==> config.mk <==
export PLATFORM = sky130hd
export DESIGN_NAME = irq_ctrl
export DESIGN_NICKNAME = d
export VERILOG_FILES = /design/src/rtl/irq_ctrl_pkg.sv /design/src/rtl/irq_flag_bank.sv /design/src/rtl/irq_pin_drive.sv /design/src/rtl/irq_ctrl.sv
export SDC_FILE = /design/constraint.sdc
export NUM_CORES = 1
export LEC_CHECK = 0
export ABC_AREA = 1
export BUFFER_PORTS_ARGS = -buffer_cell sky130_fd_sc_hd__clkbuf_2
export CORE_ASPECT_RATIO = 0.8
export CORE_MARGIN = 1
export CORE_UTILIZATION = 36
export DETAILED_ROUTE_END_ITERATION = 8
export MAX_ROUTING_LAYER = met4
export PLACE_DENSITY_LB_ADDON = 0.2
export SYNTH_ARGS = -nofsm -noshare
export SYNTH_HDL_FRONTEND = slang
export SYNTH_SLANG_ARGS = --single-unit
==> constraint.sdc <==
create_clock -name clk_i -period 0.8 [get_ports clk_i]
set_input_delay 0.08 -clock clk_i [delete_from_list [all_inputs] [get_ports clk_i]]
set_output_delay 0.08 -clock clk_i [all_outputs]
set_load 0.05 [all_outputs]
==> src/rtl/irq_ctrl_pkg.sv <==
// Package: shared encodings for the interrupt register pair.
// Assumes: six request sources at fixed bit positions; two-bit pin configuration.
package irq_ctrl_pkg;

    // Bit position of each request source within the flag registers.
    typedef enum int unsigned {
        SRC_LO_ALERT = 0,
        SRC_HI_ALERT = 1,
        SRC_IDLE     = 2,
        SRC_RX_DONE  = 3,
        SRC_TX_DONE  = 4,
        SRC_TIMER    = 5
    } irq_src_e;

    localparam int unsigned CFG_W = 2;

    // Pin stage configuration: bit 1 drive mode, bit 0 polarity invert.
    typedef struct packed {
        logic push_pull;
        logic invert;
    } pin_cfg_t;

endpackage

==> src/rtl/irq_flag_bank.sv <==
// Module: irq_flag_bank
// A bank of SRC_N sticky flags written through a set/clear selector.
// When a write is selected, set_sel_i = 1 ORs mask_i into the flags and
// set_sel_i = 0 clears the masked flags. hw_set_i sets flags and wins over
// a clear in the same cycle. Assumes: synchronous active-low reset to zero.
module irq_flag_bank #(
    parameter int unsigned SRC_N = 6
) (
    input  logic             clk_i,
    input  logic             rst_n_i,
    input  logic             wr_i,
    input  logic             set_sel_i,
    input  logic [SRC_N-1:0] mask_i,
    input  logic [SRC_N-1:0] hw_set_i,
    output logic [SRC_N-1:0] flags_o
);

    logic [SRC_N-1:0] flag_q;

    for (genvar i = 0; i < SRC_N; i++) begin : g_bit
        logic host_set;
        logic host_clr;

        // Decode the host action for this bit.
        always_comb begin
            host_set = wr_i &&  set_sel_i && mask_i[i];
            host_clr = wr_i && !set_sel_i && mask_i[i];
        end

        // Flag register: hardware set has priority over host clear.
        always_ff @(posedge clk_i) begin
            if (!rst_n_i) begin
                flag_q[i] <= 1'b0;
            end else if (hw_set_i[i] || host_set) begin
                flag_q[i] <= 1'b1;
            end else if (host_clr) begin
                flag_q[i] <= 1'b0;
            end
        end
    end

    assign flags_o = flag_q;

endmodule

==> src/rtl/irq_pin_drive.sv <==
// Module: irq_pin_drive
// Combines requests with enables into one level and shapes it for the pin.
// Polarity is optionally inverted; push-pull drives both levels, open-drain
// pulls low only. Assumes: inputs come straight from registers.
module irq_pin_drive
    import irq_ctrl_pkg::*;
#(
    parameter int unsigned SRC_N = 6
) (
    input  logic [SRC_N-1:0] req_i,
    input  logic [SRC_N-1:0] en_i,
    input  pin_cfg_t         cfg_i,
    output logic             level_o,
    output logic             pin_o,
    output logic             pin_oe_o
);

    logic pin_val;

    // Level, polarity and drive-mode shaping.
    always_comb begin
        level_o = |(req_i & en_i);
        pin_val = level_o ^ cfg_i.invert;
        if (cfg_i.push_pull) begin
            pin_o    = pin_val;
            pin_oe_o = 1'b1;
        end else begin
            pin_o    = 1'b0;
            pin_oe_o = !pin_val;
        end
    end

endmodule

==> src/rtl/irq_ctrl.sv <==
// Module: irq_ctrl (top)
// Interrupt request and enable register pair with pin output stage.
// Assumes: one write strobe per register from an external bus decode;
// events are single-cycle pulses; bit DATA_W-1 of write data is the
// set/clear selector for both flag registers.
module irq_ctrl
    import irq_ctrl_pkg::*;
#(
    parameter int unsigned DATA_W    = 8,
    parameter int unsigned SRC_N     = 6,
    parameter logic [7:0]  CFG_RESET = 8'h02
) (
    input  logic              clk_i,
    input  logic              rst_n_i,
    input  logic              req_wr_i,
    input  logic              en_wr_i,
    input  logic              cfg_wr_i,
    input  logic [DATA_W-1:0] wr_data_i,
    input  logic [SRC_N-1:0]  src_evt_i,
    output logic [DATA_W-1:0] req_rd_o,
    output logic [DATA_W-1:0] en_rd_o,
    output logic [DATA_W-1:0] cfg_rd_o,
    output logic              irq_level_o,
    output logic              irq_pin_o,
    output logic              irq_pin_oe_o
);

    localparam int unsigned SEL_BIT = DATA_W - 1;
    localparam int unsigned PAD_W   = DATA_W - SRC_N;
    localparam int unsigned CPAD_W  = DATA_W - CFG_W;

    logic [SRC_N-1:0] req_flags;
    logic [SRC_N-1:0] en_flags;
    pin_cfg_t         cfg_q;
    logic             unused_wr_bits;

    // Data bits between the flags and the selector carry no meaning.
    assign unused_wr_bits = ^wr_data_i[SEL_BIT-1:SRC_N];

    irq_flag_bank #(.SRC_N(SRC_N)) u_req_bank (
        .clk_i     (clk_i),
        .rst_n_i   (rst_n_i),
        .wr_i      (req_wr_i),
        .set_sel_i (wr_data_i[SEL_BIT]),
        .mask_i    (wr_data_i[SRC_N-1:0]),
        .hw_set_i  (src_evt_i),
        .flags_o   (req_flags)
    );

    irq_flag_bank #(.SRC_N(SRC_N)) u_en_bank (
        .clk_i     (clk_i),
        .rst_n_i   (rst_n_i),
        .wr_i      (en_wr_i),
        .set_sel_i (wr_data_i[SEL_BIT]),
        .mask_i    (wr_data_i[SRC_N-1:0]),
        .hw_set_i  ({SRC_N{1'b0}}),
        .flags_o   (en_flags)
    );

    // Pin configuration register: plain write of the low two bits.
    always_ff @(posedge clk_i) begin
        if (!rst_n_i) begin
            cfg_q <= pin_cfg_t'(CFG_RESET[CFG_W-1:0]);
        end else if (cfg_wr_i) begin
            cfg_q <= pin_cfg_t'(wr_data_i[CFG_W-1:0]);
        end
    end

    irq_pin_drive #(.SRC_N(SRC_N)) u_pin (
        .req_i    (req_flags),
        .en_i     (en_flags),
        .cfg_i    (cfg_q),
        .level_o  (irq_level_o),
        .pin_o    (irq_pin_o),
        .pin_oe_o (irq_pin_oe_o)
    );

    // Read values: unused upper bits return zero.
    assign req_rd_o = {{PAD_W{1'b0}}, req_flags};
    assign en_rd_o  = {{PAD_W{1'b0}}, en_flags};
    assign cfg_rd_o = {{CPAD_W{1'b0}}, cfg_q};

endmodule

==> reports/results.ini <==
[outcome]
status = finished with violations
violations = setup timing

[yosys]
netlist_instances = 100
yosys-top-cells-area = dfxtp_1, buf_4, inv_1
synth_top_family_by_area = compound AO/OA/AOI/OAI gates
synthXorXnorAreaFrac_pct = 0
ys_seq_elements = 14
synth_top_area_share_pct = 39.2
ys_types = 16
netlist.top_cell.by_area = dfxtp_1
yosys.area_share.simple_pct = 19.2
synth_compound_area_share_pct = 21.7
synth_warnings = 0
ys_seq_area_share_pct = 39.2
syn_area_per_cell_sq_um = 7.16
syn_area_sq_um = 716
yosys-mux-area-fraction_pct = 0
synth_adder_area_share_pct = 0

[clocking]
cts_tree = yes
cts_buffers = 3
hold_buffers = 0
clock_sinks = 14
clockBufferDepth = 2
cts-root-buf = clkbuf_4
htreeDepth = 1
cts.clk_slew.worst_paths_ns = 0.07
clock_latency_ns = 0.28

[timing]
drv_slew = 0
hold_viol_final = 0
worst_slack_ns = -0.697
fin_worst_skew_ns = 0
max_freq_ghz = 0.668
period_share_pct = 187
rsz0062_at_grt = yes
period_needed_ns = 1.50
setup_viol = 25

[route]
via_count = 968
route.detailed.drc = 0
wl_per_cell_um = 16.5
dr.first_iter.drc_count = 12
antenna_left = 0
via_per_inst = 5.12
firstDrtPassIters = 4
wirelength_um = 3120

[worst_setup_path]
crit_fanout = 2
start_kind = register
worstSetupEndpointType = output pin
worstRegToRegCells = 5
r2r_end = cfg_rd_o[1]$_SDFFE_PN1P_
crit_required_ns = 0.72
crit_type = reg -> out
crit_end = irq_pin_oe_o
cp.arrival_ns = 1.42
worstSetupStartpoint = u_en_bank.flags_o[1]$_SDFFE_PN0P_
r2r-start = cfg_rd_o[1]$_SDFFE_PN1P_
rrSetupSlack_ns = -0.29

[global_routing]
grt_use_met2_pct = 48.7
grt_pass1_vias = 950
track_usage_pct = 29.5
busiest_layer = met2
antenna_found_initial = 0
met3_usage_pct = 8.42
gr-usage-met1_pct = 32.8
gr-total-overflow = 0
grt_pass1_wl_um = 4510
grt_max_degree = 9

[floorplan]
start_util_pct = 38.2
placementRows = 14
io-pin-count = 46
die_w_um = 51.9
die_area_sq_um = 2170
core_sq_um = 1870
die_y_um = 41.9

[place]
routabilityCongestion = 0.764
hpwl_um = 1650
dp.cells = 176
place_ws_ns = -0.490
port_buffers = 34

[job]
maxCapViolCount = 0

[layout]
fin_cells = 189
fin_nets = 185
drive_above_1_share_pct = 64.8
syn2layout_area_growth_pct = 130
diodes = 0

[worst_hold_path]
holdCritPathClass = in -> reg

[pwr]
peakVddDrop_mv = 1.23
power.density_nw_per_um2 = 1490
p_leak_nw = 0.799

## worst min path at each step
stage | start | cells after the start | slack (ns) | to
finish | cfg_wr_i | 2 | 0.01 | cfg_rd_o[1]$_SDFFE_PN1P_
global route | cfg_wr_i | 2 | 0.01 | cfg_rd_o[1]$_SDFFE_PN1P_
CTS | cfg_wr_i | 2 | 0.007 | cfg_rd_o[1]$_SDFFE_PN1P_
detailed placement | cfg_wr_i | 2 | 0.30 | cfg_rd_o[0]$_SDFFE_PN0P_
global placement | cfg_wr_i | 2 | 0.29 | cfg_rd_o[0]$_SDFFE_PN0P_
floorplan | cfg_wr_i | 1 | 0.16 | cfg_rd_o[0]$_SDFFE_PN0P_
## logic make-up after synthesis
kind of cell,count (synthesis)
buffers and inverters,27
other,1
AO/OA/AOI/OAI,28
AND/OR/NAND/NOR,30
flip-flops,14
## power breakdown
group / total, mW / switching (mW) / leakage [nW] / internal (mW)
registers: 0.785 / 0.0460 / 0.124 / 0.739
clock network: 0.435 / 0.241 / 0.0150 / 0.194
logic: 1.24 / 0.684 / 0.660 / 0.553
## cell usage after synthesis, drive strengths merged
cell type / number
dfxtp: 14
nand3: 8
o21ai: 14
a31oi: 6
conb: 1
nand2: 14
nor2: 8
buf: 10
inv: 17
a21oi: 8
## critical path, cell delays in order, from the launching register on
cell and delay, ns:
dfxtp_4 0.35, nand2_2 0.08, nand2_2 0.08, nor2_4 0.15, nand2_4 0.08, nand2_4 0.08, buf_6 0.10, nand3_4 0.06
clkbuf_16 0.17
## sequential cells by signal (all words and copies together), names as in the netlist
register,cells
cfg_rd_o,2
u_en_bank.flags_o,6
u_req_bank.flags_o,6
## per-layer routing
| metal | vias up | share of wire [%] |
|---|---|---|
| li1 | 439 | - |
| met1 | 471 | 42 |
| met2 | 51 | 52 |
| met3 | 7 | 4.9 |
| met4 | 0 | 1.4 |
| met5 | - | 0 |
## final cells by class
cell class,instances,area (sq um)
timing repair buffer,62,762
multi-input combinational,68,433
sequential,14,330
fill,73,225
inverter,17,67.6
tap,24,30.0
clock buffer,4,26.3
## cell usage in the layout (no fill, tap or decap)
cell type,n
inv_2,1
nand3_2,1
o21ai_1,2
clkbuf_4,3
o21ai_0,7
nand3_1,6
buf_4,9
dfxtp_4,13
nand2_4,3
a31oi_2,1
a21oi_4,1
buf_8,3
nand2_1,3
clkinvlp_4,1
a21oi_1,4
o21ai_2,5
clkbuf_2,17
clkbuf_16,14
conb_1,10
nor2_2,1
a21oi_2,3
clkbuf_1,1
nor2_1,5
nand3_4,1
inv_1,15
nor2_4,2
dfxtp_2,1
nand2_2,8
a31oi_1,5
buf_6,19
## metrics by stage
stage	power [mW]	instance area [sq um]	hold slack [ns]	util, %	setup TNS [ns]
2_1_floorplan	1.36	835	0.162	-	-1.03
3_3_place_gp	1.57	1100	0.293	58.8	-1.18
3_5_place_dp	1.59	1100	0.303	58.8	-1.32
4_1_cts	2.32	1540	0.00746	82.3	-4.92
5_1_grt	2.53	1650	0.0116	88.0	-6.05
6_report	2.46	1650	0.0115	88.0	-5.50
## repair_timing
item / 4_1_cts / 5_1_grt
setup endpoints to repair: 18 / 23
gates cloned: 0 / 0
pin swaps: 3 / 6
gates resized for setup: 70 / 25
buffers inserted: 4 / 10
(Power assumes the default switching activity.)
